==> src/rtl/cdamp_pkg.sv <==
// Shared types and helpers for the class-D power-up sequencer.
package cdamp_pkg;

    // Phases of the power-up order.
    typedef enum logic [1:0] {
        PH_IDLE    = 2'd0,
        PH_CLKWAIT = 2'd1,
        PH_RELWAIT = 2'd2,
        PH_RUN     = 2'd3
    } pwr_phase_e;

    // Integer division that rounds up.
    function automatic int unsigned cdiv(input int unsigned num, input int unsigned den);
        return (num + den - 1) / den;
    endfunction

endpackage

==> src/rtl/cdamp_syncgen.sv <==
// Sync clock divider.
// A select of 0 means off; a select of s gives a period of s+1 clk cycles,
// high for the first floor((s+1)/2) cycles. The active select is sampled
// only at a period boundary, so the output never glitches.
// Assumes run_i and sel_i are synchronous to clk.
module cdamp_syncgen #(
    parameter int SEL_W = 2
) (
    input  logic             clk,
    input  logic             rst_n,
    input  logic             run_i,
    input  logic [SEL_W-1:0] sel_i,
    output logic             sync_o
);
    logic [SEL_W-1:0] act_q, act_d;
    logic [SEL_W-1:0] cnt_q, cnt_d;
    logic [SEL_W:0]   period_d;
    logic             sync_q;

    // Next active select and phase count.
    always_comb begin
        act_d = act_q;
        cnt_d = cnt_q;
        if (act_q == '0) begin
            cnt_d = '0;
            act_d = run_i ? sel_i : '0;
        end else if (cnt_q == act_q) begin
            cnt_d = '0;
            act_d = run_i ? sel_i : '0;
        end else begin
            cnt_d = cnt_q + 1'b1;
        end
        period_d = {1'b0, act_d} + (SEL_W+1)'(1);
    end

    // Register the state and the decoded output.
    always_ff @(posedge clk) begin
        if (!rst_n) begin
            act_q  <= '0;
            cnt_q  <= '0;
            sync_q <= 1'b0;
        end else begin
            act_q  <= act_d;
            cnt_q  <= cnt_d;
            sync_q <= (act_d != '0) && ({1'b0, cnt_d} < (period_d >> 1));
        end
    end

    assign sync_o = sync_q;

    // The select may change only at the end of a period.
    assert_boundary_only_R3: assert property (@(posedge clk) disable iff (!rst_n)
        (act_q != '0 && cnt_q != act_q) |=> (act_q == $past(act_q)));

    // Stopped and not asked to run: output stays low.
    assert_quiet_when_stopped_R7: assert property (@(posedge clk) disable iff (!rst_n)
        (act_q == '0 && !run_i) |=> !sync_o);

endmodule

==> src/rtl/cdamp_fault_stretch.sv <==
// Fault pulse stretcher.
// An event on a channel that is not shut down reloads a down-counter.
// The status is high while the counter is non-zero. Shutdown of all
// channels clears the status.
// Assumes the events are synchronous to clk.
module cdamp_fault_stretch #(
    parameter int NCH     = 2,
    parameter int STRETCH = 63
) (
    input  logic           clk,
    input  logic           rst_n,
    input  logic [NCH-1:0] evt_i,
    input  logic [NCH-1:0] shut_i,
    output logic           stat_o
);
    localparam int CW = $clog2(STRETCH + 1);

    logic [NCH-1:0] qual;
    logic           all_shut;
    logic [CW-1:0]  cnt_q, cnt_d;
    logic           stat_q;

    // Qualify each channel's event by its shutdown state.
    for (genvar g = 0; g < NCH; g++) begin : g_qual
        assign qual[g] = evt_i[g] & ~shut_i[g];
    end
    assign all_shut = &shut_i;

    // Next counter value: clear, reload, or count down.
    always_comb begin
        if (all_shut)          cnt_d = '0;
        else if (|qual)        cnt_d = CW'(STRETCH);
        else if (cnt_q != '0)  cnt_d = cnt_q - 1'b1;
        else                   cnt_d = cnt_q;
    end

    // Counter and registered status.
    always_ff @(posedge clk) begin
        if (!rst_n) begin
            cnt_q  <= '0;
            stat_q <= 1'b0;
        end else begin
            cnt_q  <= cnt_d;
            stat_q <= (cnt_d != '0);
        end
    end

    assign stat_o = stat_q;

    assert_set_on_event_R8: assert property (@(posedge clk) disable iff (!rst_n)
        (|qual && !all_shut) |=> stat_o);

    assert_fall_after_window_R8: assert property (@(posedge clk) disable iff (!rst_n)
        $fell(stat_o) |-> ($past(all_shut) || $past(cnt_q) == CW'(1)));

    assert_low_in_shutdown_R9: assert property (@(posedge clk) disable iff (!rst_n)
        all_shut |=> !stat_o);

endmodule

==> src/rtl/cdamp_powerup_fsm.sv <==
// Power-up order controller.
// From idle, a start pulse enables the sync clock for T_UP cycles with
// both shutdowns held, then releases them for T_UP cycles, then reports
// ready. It never returns to idle except through reset.
module cdamp_powerup_fsm #(
    parameter int T_UP = 12500
) (
    input  logic clk,
    input  logic rst_n,
    input  logic start_i,
    output logic clk_phase_o,
    output logic released_o,
    output logic ready_o
);
    import cdamp_pkg::*;

    localparam int TW = $clog2(T_UP + 1);

    pwr_phase_e    phase_q;
    logic [TW-1:0] tmr_q;

    // Phase and delay timer.
    always_ff @(posedge clk) begin
        if (!rst_n) begin
            phase_q <= PH_IDLE;
            tmr_q   <= '0;
        end else begin
            case (phase_q)
                PH_IDLE: if (start_i) begin
                    phase_q <= PH_CLKWAIT;
                    tmr_q   <= TW'(T_UP - 1);
                end
                PH_CLKWAIT: if (tmr_q == '0) begin
                    phase_q <= PH_RELWAIT;
                    tmr_q   <= TW'(T_UP - 1);
                end else begin
                    tmr_q <= tmr_q - 1'b1;
                end
                PH_RELWAIT: if (tmr_q == '0) begin
                    phase_q <= PH_RUN;
                end else begin
                    tmr_q <= tmr_q - 1'b1;
                end
                default: phase_q <= PH_RUN;
            endcase
        end
    end

    assign clk_phase_o = (phase_q == PH_CLKWAIT);
    assign released_o  = (phase_q == PH_RELWAIT) || (phase_q == PH_RUN);
    assign ready_o     = (phase_q == PH_RUN);

    assert_order_kept_R4: assert property (@(posedge clk) disable iff (!rst_n)
        (phase_q == PH_CLKWAIT) |=> (phase_q == PH_CLKWAIT || phase_q == PH_RELWAIT));

    assert_no_restart_R11: assert property (@(posedge clk) disable iff (!rst_n)
        (phase_q != PH_IDLE) |=> (phase_q != PH_IDLE));

endmodule

==> src/rtl/cdamp_seq.sv <==
// Class-D power-up sequencer top.
// Holds the divider select, sequences power-up, gates the sync clock,
// applies per-channel shutdowns, muxes DAC codes and stretches faults.
// Assumes every input is synchronous to clk.
module cdamp_seq #(
    parameter int CLK_HZ = 125_000_000,
    parameter int NCH    = 2,
    parameter int DAC_W  = 10,
    parameter int SEL_W  = 2
) (
    input  logic                 clk,
    input  logic                 rst_n,
    input  logic                 cfg_we,
    input  logic [SEL_W-1:0]     cfg_div_sel,
    input  logic                 start,
    input  logic [NCH-1:0]       shdn_req,
    input  logic [NCH*DAC_W-1:0] user_codes,
    input  logic [NCH-1:0]       fault_evt,
    input  logic                 irq_en,
    output logic [NCH-1:0]       amp_shdn,
    output logic                 sync_clk,
    output logic [NCH*DAC_W-1:0] dac_codes,
    output logic                 ready,
    output logic                 fault_stat,
    output logic                 irq
);
    import cdamp_pkg::*;

    localparam int unsigned T_UP  = cdiv(CLK_HZ, 10_000);
    localparam int unsigned T_FLT = cdiv(CLK_HZ, 2_000_000);
    localparam logic [DAC_W-1:0] MID = {1'b1, {(DAC_W-1){1'b0}}};

    logic [SEL_W-1:0] div_sel_q;
    logic             clk_phase, released, sync_run;

    // Divider select register.
    always_ff @(posedge clk) begin
        if (!rst_n)      div_sel_q <= '0;
        else if (cfg_we) div_sel_q <= cfg_div_sel;
    end

    cdamp_powerup_fsm #(.T_UP(T_UP)) fsm_i (
        .clk         (clk),
        .rst_n       (rst_n),
        .start_i     (start),
        .clk_phase_o (clk_phase),
        .released_o  (released),
        .ready_o     (ready)
    );

    // Run the sync clock while warming up, or after release unless all are shut.
    assign sync_run = clk_phase | (released & ~(&shdn_req));

    cdamp_syncgen #(.SEL_W(SEL_W)) sync_i (
        .clk    (clk),
        .rst_n  (rst_n),
        .run_i  (sync_run),
        .sel_i  (div_sel_q),
        .sync_o (sync_clk)
    );

    // Per-channel shutdown drive and DAC code selection.
    for (genvar g = 0; g < NCH; g++) begin : g_chan
        assign amp_shdn[g] = ~released | shdn_req[g];
        assign dac_codes[g*DAC_W +: DAC_W] = ready ? user_codes[g*DAC_W +: DAC_W] : MID;
    end

    cdamp_fault_stretch #(.NCH(NCH), .STRETCH(T_FLT)) flt_i (
        .clk    (clk),
        .rst_n  (rst_n),
        .evt_i  (fault_evt),
        .shut_i (amp_shdn),
        .stat_o (fault_stat)
    );

    assign irq = fault_stat & irq_en;

    // Before the order starts, the divider has never been asked to run.
    assert_sync_idle_R1: assert property (@(posedge clk) disable iff (!rst_n)
        (!released && !clk_phase) |-> !sync_clk);

endmodule

==> config.mk <==
export PLATFORM = sky130hd
export DESIGN_NAME = cdamp_seq
export DESIGN_NICKNAME = d
export VERILOG_FILES = /design/src/rtl/cdamp_pkg.sv /design/src/rtl/cdamp_syncgen.sv /design/src/rtl/cdamp_fault_stretch.sv /design/src/rtl/cdamp_powerup_fsm.sv /design/src/rtl/cdamp_seq.sv
export SDC_FILE = /design/constraint.sdc
export NUM_CORES = 1
export LEC_CHECK = 0
export BUFFER_PORTS_ARGS = -buffer_cell sky130_fd_sc_hd__buf_2
export CAP_MARGIN = 25
export CORE_MARGIN = 5
export CORE_UTILIZATION = 33
export DETAILED_ROUTE_END_ITERATION = 6
export REMOVE_ABC_BUFFERS = 1
export SLEW_MARGIN = 10
export SYNTH_ARGS = -nofsm -noshare
export SYNTH_HDL_FRONTEND = slang
export SYNTH_SLANG_ARGS = --single-unit
==> constraint.sdc <==
create_clock -name clk -period 4 [get_ports clk]
set_clock_uncertainty 0.1 [all_clocks]
set_input_delay 0.6 -clock clk [delete_from_list [all_inputs] [get_ports clk]]
set_output_delay 0.6 -clock clk [all_outputs]
set_load 0.005 [all_outputs]
==> metrics.cfg, run 1 <==
[status]
status=finished, final reports clean

[clock_tree]
cts_tree=yes
htreeDepth=2
cts_root_buf=clkbuf_8
path_clk_slew_ns=0.06
clock_path_buffers=2
cts_setup_buffers=0
cts_resized=0
cts-buffers-inserted=5
insertion_delay_ns=0.27
cts_hold_buf=0
cts.sinks=30

[worst_setup_path]
cpPeakStageDelay_ns=0.57
crit_required_ns=3.30
path_buf_inv=1
slowest_stage=ha_1
arrival_ns=1.90
reg2reg_depth=7
reg2reg_slack_ns=1.54
r2r_end=fsm_i.tmr_q[8]
crit_path_cell_trace=ha_1 > nor2_1 > or2_2 > buf_2
crit_type=reg -> out
cp_top_family=adder cells
cp_num_cells=4
start_kind=register
timing.rr.start=fsm_i.phase_q[0]
cp_max_fo=23
end_kind=output pin

[routing]
routedWlPerCell_um=13.3
vias=1910
first_iter_violations=56
wl_um=5020
first_pass_iters=4
ant_nets=0
vias_per_cell=5.07
drc_errors=0

[power_and_ir_drop]
p_leak_nw=1.07
power_mw=1.51
ir_drop_uv=352
power_density_nw_per_um2=629

[yosys]
synth_most_common_cell=dfxtp_1
ys_seq_elements=30
yosysSeqAreaShare_pct=29.7
syn_area_per_cell_um2=8.11
synth_cells=249
ys_async_sr_fraction_pct=0
synth_top_area_share_pct=29.7
synth_edf_count=0
synth_area_um2=2020
synthTopCellsByCount=dfxtp_1 (30), and2_1 (20), nand2_1 (16), nor2_1 (16), inv_1 (15)
synth_top_cell_by_area=dfxtp_1
synth.distinct_cells=57
synthTopCellsByArea=dfxtp_1 (30%), ha_1 (8.1%), and2_1 (6.2%)
yosysWarnings=0
synth_flop_cell=dfxtp_1

[global_route]
met2_usage_pct=22.4
top_usage_layer=met2
grt_overflow=0
grt_pass1_vias=1858
grt_usage_pct=13.9
grt_max_degree=24
antenna_found_initial=0
use_met1_pct=18.3
grt.met3_usage_pct=3.26
grt_first_pass_wirelength_um=8680

[layout]
area_growth_syn_to_layout_pct=19.1
fill_cells=607
drive_gt1_share_pct=24.8
fin_nets=346
antenna_cells=0

[job]
maxCapViolCount=0

[min_path]
min_to=div_sel_q[0]
holdPathStages=2
hold_start=div_sel_q[0]
hold_class=reg -> reg

[sta]
slew_headroom_pct=41.1
tns_ns=0
worstMarginPinSlew_ns=0.883
fmax_mhz=385
finalMaxSlewViolations=0
period_share_pct=65.0
setup_viol=0
finalCriticalPeriod_ns=2.60
hold_viol_final=0
grt_setup_unrepaired=no

[floorplanning]
die_x_um=88.2
num_io_pins=57
die_area_um2=7780
initial_core_util_pct=34.1
die_h_um=88.2
rows=28
design.core.area_um2=5920

[placed_design]
place_hpwl_um=3880
place.gp.congestion=0.827
numPortBuffers=56

## how the worst max path moves through the flow
stage                           startpoint             to  slack [ns]
final                     fsm_i.phase_q[0]    amp_shdn[0]        1.40
after global routing      fsm_i.phase_q[0]    amp_shdn[0]        1.24
after CTS                 fsm_i.phase_q[0]    amp_shdn[0]        1.38
after detailed placement       shdn_req[1]  sync_i.sync_o        1.47
after global placement         shdn_req[0]  sync_i.sync_o        1.41
after floorplan                shdn_req[0]  sync_i.sync_o        1.85
## cells in the final DEF (no fill, tap or decap), types with 3 or more instances in the layout
master / instances
nand2b_1: 4
mux2i_1: 3
nand3_1: 4
a211oi_1: 4
a31oi_1: 9
o21ai_0: 8
o21a_1: 3
and3_1: 3
a21oi_1: 13
inv_1: 15
buf_2: 56
ha_1: 13
nor2_1: 16
nor4_1: 4
o21ai_1: 10
o211ai_1: 3
nor3_1: 6
clkbuf_8: 5
or4_1: 3
dfxtp_1: 30
or2_2: 4
and2_1: 20
nand2_1: 16
o22ai_1: 7
nor2b_1: 3
## logic make-up (layout without fill, tap and decap cells)
family | after synthesis | after routing | share of synthesized area (%)
AND/OR/NAND/NOR | 99 | 99 | 28.2
flip-flops | 30 | 30 | 29.7
XOR/XNOR | 4 | 4 | 1.74
buffers and inverters | 25 | 78 | 5.95
multiplexers | 6 | 6 | 3.16
adder cells (fa/ha/maj) | 13 | 13 | 8.05
AO/OA/AOI/OAI | 72 | 72 | 23.2
## through the flow
step	setup WS (ns)	instance area, µm²	instances	util, %	hold WS (ns)
floorplan	1.85	1960	239	-	0.361
global placement	1.41	2330	370	39.3	0.392
detailed placement	1.47	2330	370	39.3	0.385
CTS	1.38	2410	377	40.6	0.395
global route	1.24	2410	377	40.6	0.433
finish	1.40	2410	377	40.6	0.397
## worst register-to-register path, stage by stage, from the launching register on
cell,delay [ns]
dfxtp_1,0.37
inv_1,0.12
ha_1,0.29
or2_2,0.20
o21ai_1,0.10
a41oi_2,0.72
o22ai_1,0.17
mux2_2,0.29
## metal layers
metal	wire length [µm]	vias up
met5	0	-
met4	69	0
met3	159	9
met2	2340	31
met1	2440	861
li1	-	1009
## power by group
part,total [mW],internal [mW],leakage [nW],switching [mW]
clock network,0.225,0.120,0.0383,0.106
logic,0.842,0.351,0.784,0.492
registers,0.446,0.363,0.245,0.0828
## registers in the layout, indices dropped and copies added, names as in the netlist
signal         flops
sync_i.cnt_q       2
div_sel_q          2
fsm_i.tmr_q       14
flt_i.cnt_q        6
fsm_i.phase_q      2
flt_i.stat_o       1
sync_i.sync_o      1
sync_i.act_q       2
## area by class of cell
type / instances / area [µm²] / share of cell area (%)
Clock buffer: 7 / 76.3 / 3.17
Inverter: 15 / 56.3 / 2.34
Timing Repair Buffer: 56 / 280 / 11.6
Sequential cell: 30 / 601 / 25.0
Multi-Input combinational cell: 194 / 1300 / 54.0
Tap cell: 75 / 93.8 / 3.90
Note: power is estimated with default switching activity, not from simulation.
==> run 2, diff against run 1 <==
- ABC_AREA: not set -> 1
- clock period: 4 -> 2.3 ns (I/O delays scaled with it)
==> run 2 against run 1 <==
  * Clock power up 100%
  * Setup slack worse by 1.1 ns
  * Synthesized cell count up 37%
  * Highest routed layer unchanged
  * Sequential share of layout area down 1.6 points
  * Routed wire length up 1.3%
  * Die area up 4.7%
  * Total power up 110%
  * Combinational power up 130%
  * Critical path type is now reg -> reg
  * Flip-flop and latch count unchanged
  * Sequential power up 74%
==> metrics.cfg, run 2 <==
[sta]
grt_setup_unrepaired=no
fmax_mhz=499
worstMarginPinSlew_ns=0.420  ; -0.463 ns
finalMaxSlewViolations=0  ; unchanged
finalCriticalPeriod_ns=2.00
hold_viol_final=0  ; unchanged
slew_headroom_pct=71.9  ; +31 points
setup_viol=0  ; unchanged
tns_ns=0  ; unchanged
period_share_pct=87.1

[yosys]
synth_flop_cell=dfxtp_1
synth_top_family_by_area=simple AND/OR/NAND/NOR gates
synthSimpleGateAreaFrac_pct=42.4  ; +14 points
synth_top_cell_by_area=dfxtp_1
syn_area_per_cell_um2=6.26  ; -23%
synthTopCellsByArea=dfxtp_1 (28%), nand2_1 (15%), inv_1 (11%)
synth_edf_count=0  ; unchanged
synthAdderAreaFrac_pct=7.65  ; -0.41 points
synth-compound-area-share_pct=7.12  ; -16 points
yosysSeqAreaShare_pct=28.2  ; -1.5 points
synth_area_um2=2130  ; +5.3%
synth_cells=340  ; +37%
synth.distinct_cells=32  ; -44%
ys_seq_elements=30  ; unchanged
yosysWarnings=0  ; unchanged
ys_async_sr_fraction_pct=0  ; unchanged
synth_most_common_cell=nand2_1
synth_top_area_share_pct=28.2  ; -1.5 points
synth_xor_area_share_pct=0.824  ; -0.91 points
muxShareOfSynthArea_pct=0  ; -3.2 points
synthTopCellsByCount=nand2_1 (87), inv_1 (65), nor2_1 (49)

[power_and_ir_drop]
clockPowerShare_pct=14.4  ; -0.5 points
p_leak_nw=1.47  ; +38%
p_sw_mw=1.59  ; +130%
seq_power_share_pct=24.5  ; -5.0 points
ir_drop_uv=712  ; +100%
switching_share_pct=50.2  ; +5.3 points
power_density_nw_per_um2=1230  ; +96%
comb_power_share_pct=61.1  ; +5.4 points
intPower_mw=1.57  ; +88%

[worst_setup_path]
crit_required_ns=2.37  ; -0.93 ns
path_buf_inv=2  ; +1
arrival_ns=2.07  ; +0.17 ns
cp_top_family=simple AND/OR/NAND/NOR gates
end_kind=register
cp_max_fo=13  ; -43%
reg2reg_slack_ns=0.30  ; -1.24 ns
timing.rr.start=fsm_i.phase_q[0]
crit_type=reg -> reg
reg2reg_depth=8  ; +1
start_kind=register
r2r_end=fsm_i.tmr_q[7]
crit_path_cell_trace=inv_1 > ha_1 > inv_1 > nor2_1 > a21oi_4 > nand2_4 > nor2_2 > a21oi_1
cpPeakStageDelay_ns=0.43  ; -0.14 ns
crit_top_cell=inv_1
slowest_stage=dfxtp_1

[layout]
area_growth_syn_to_layout_pct=20.6
layout.cells.non_filler=475  ; +26%
largest_register_ffs=14  ; unchanged
fin_nets=441  ; +27%
layout_common_cells=nand2_1 (87), inv_1 (65), buf_2 (56), nor2_1 (49), nand3_1 (31)
largest_register=fsm_i.tmr_q
drive_gt1_share_pct=21.6  ; -3.2 points
top_regs=fsm_i.tmr_q x14, flt_i.cnt_q x6
antenna_cells=0  ; unchanged
final_common_cell=nand2_1

[routing]
drc_errors=0  ; unchanged
first_iter_violations=66  ; +18%
first_pass_iters=4  ; unchanged
ant_nets=0  ; unchanged
vias=2136  ; +12%
wl_um=5080  ; +1.3%
routedWlPerCell_um=10.7  ; -20%
vias_per_cell=4.50  ; -11%

[clock_tree]
cts.sinks=30  ; unchanged
clock_path_buffers=2  ; unchanged
insertion_delay_ns=0.29  ; +0.02 ns
cts_root_buf=clkbuf_8
cts_setup_buffers=0  ; unchanged
cts-buffers-inserted=5  ; unchanged
cts_resized=0  ; unchanged
cts_tree=yes
path_clk_slew_ns=0.07  ; about the same
cts_hold_buf=0  ; unchanged
htreeDepth=2  ; unchanged

[min_path]
min_to=div_sel_q[1]
holdPathStages=3  ; +1
hold_class=in -> reg
hold_start=cfg_div_sel[1]

[placed_design]
numPlacedInstances=467  ; +26%
place.gp.congestion=0.821  ; -0.65%
numPortBuffers=56  ; unchanged
place_hpwl_um=4060  ; +4.5%

[status]
status=finished, final reports clean

[floorplanning]
die_area_um2=8150  ; +4.7%
design.core.area_um2=6310  ; +6.6%
die_h_um=90.3  ; +2.3%
num_io_pins=57  ; unchanged
rows=29  ; +3.6%
die_x_um=90.3  ; +2.3%
initial_core_util_pct=33.7  ; -0.42 points

[global_route]
grt_pass1_vias=2053  ; +10%
grt_usage_pct=12.5  ; -1.3 points
grt_first_pass_wirelength_um=8790  ; +1.3%
antenna_found_initial=0  ; unchanged
grt_max_degree=20  ; -17%
grt_overflow=0  ; unchanged

[job]
maxCapViolCount=0  ; unchanged

[run 2: cell count changes after synthesis, sizes merged, moves of 21 or more]
| cell | before | now |
|---|---|---|
| and2 | 21 | 0 |
| nand3 | 4 | 33 |
| nand2 | 16 | 91 |
| inv | 15 | 67 |
| nor2 | 17 | 54 |
[run 2: worst register-to-register path: stages (launching register included)]
cell	delay (ns)
dfxtp_1	0.43
inv_1	0.11
ha_1	0.20
inv_1	0.11
nor2_1	0.10
a21oi_4	0.35
nand2_4	0.17
nor2_2	0.22
a21oi_1	0.10
[run 2: layout make-up]
cell class	count	area, µm²
clock buffer	6	82.6
fill	665	3750
multi-input combinational	236	1230
clock inverter	2	12.5
tap	77	96.3
timing repair buffer	57	288
inverter	67	254
sequential	30	601
[run 2: how the worst max path moves through the flow]
stage / start / end / slack, ns / depth (start not counted)
floorplan: fsm_i.phase_q[0] / flt_i.stat_o / 0.51 / 9
global placement: fsm_i.phase_q[0] / fsm_i.tmr_q[6] / 0.39 / 8
detailed placement: fsm_i.phase_q[1] / fsm_i.phase_q[0] / 0.32 / 8
CTS: fsm_i.phase_q[1] / fsm_i.phase_q[0] / 0.30 / 8
global route: fsm_i.phase_q[0] / fsm_i.phase_q[0] / 0.06 / 8
finish: fsm_i.phase_q[0] / fsm_i.tmr_q[7] / 0.30 / 8
[run 2: logic make-up after synthesis]
logic type / after synthesis
AND/OR/NAND/NOR: 196
buffers and inverters: 74
flip-flops: 30
AO/OA/AOI/OAI: 25
adder cells (fa/ha/maj): 13
XOR/XNOR: 2
[run 2: per-stage QoR]
step	setup WS, ns	total power, mW	utilization, %	instance area [µm²]	hold slack, ns
CTS	0.300	3.18	40.6	2570	0.189
global placement	0.389	2.71	39.1	2470	0.392
floorplan	0.513	2.28	-	2090	0.361
detailed placement	0.318	2.70	39.1	2470	0.398
global route	0.0594	3.51	40.6	2570	0.211
finish	0.296	3.16	40.6	2570	0.200
[run 2: routing by layer]
layer / GRT usage [%] / up-vias / wire length (µm)
met3: 2.58 / 7 / 153
li1: - / 1157 / -
met1: 14.6 / 945 / 2270
met2: 22.9 / 27 / 2590
met5: 0 / - / 0
met4: 3.72 / 0 / 68
[run 2: power by group through the flow]
stage	clock network, mW	logic (mW)	registers, mW
floorplan	0	1.53	0.753
global placement	0	1.93	0.780
detailed placement	0	1.92	0.782
CTS	0.474	1.93	0.773
global route	0.491	2.23	0.793
finish	0.455	1.93	0.774
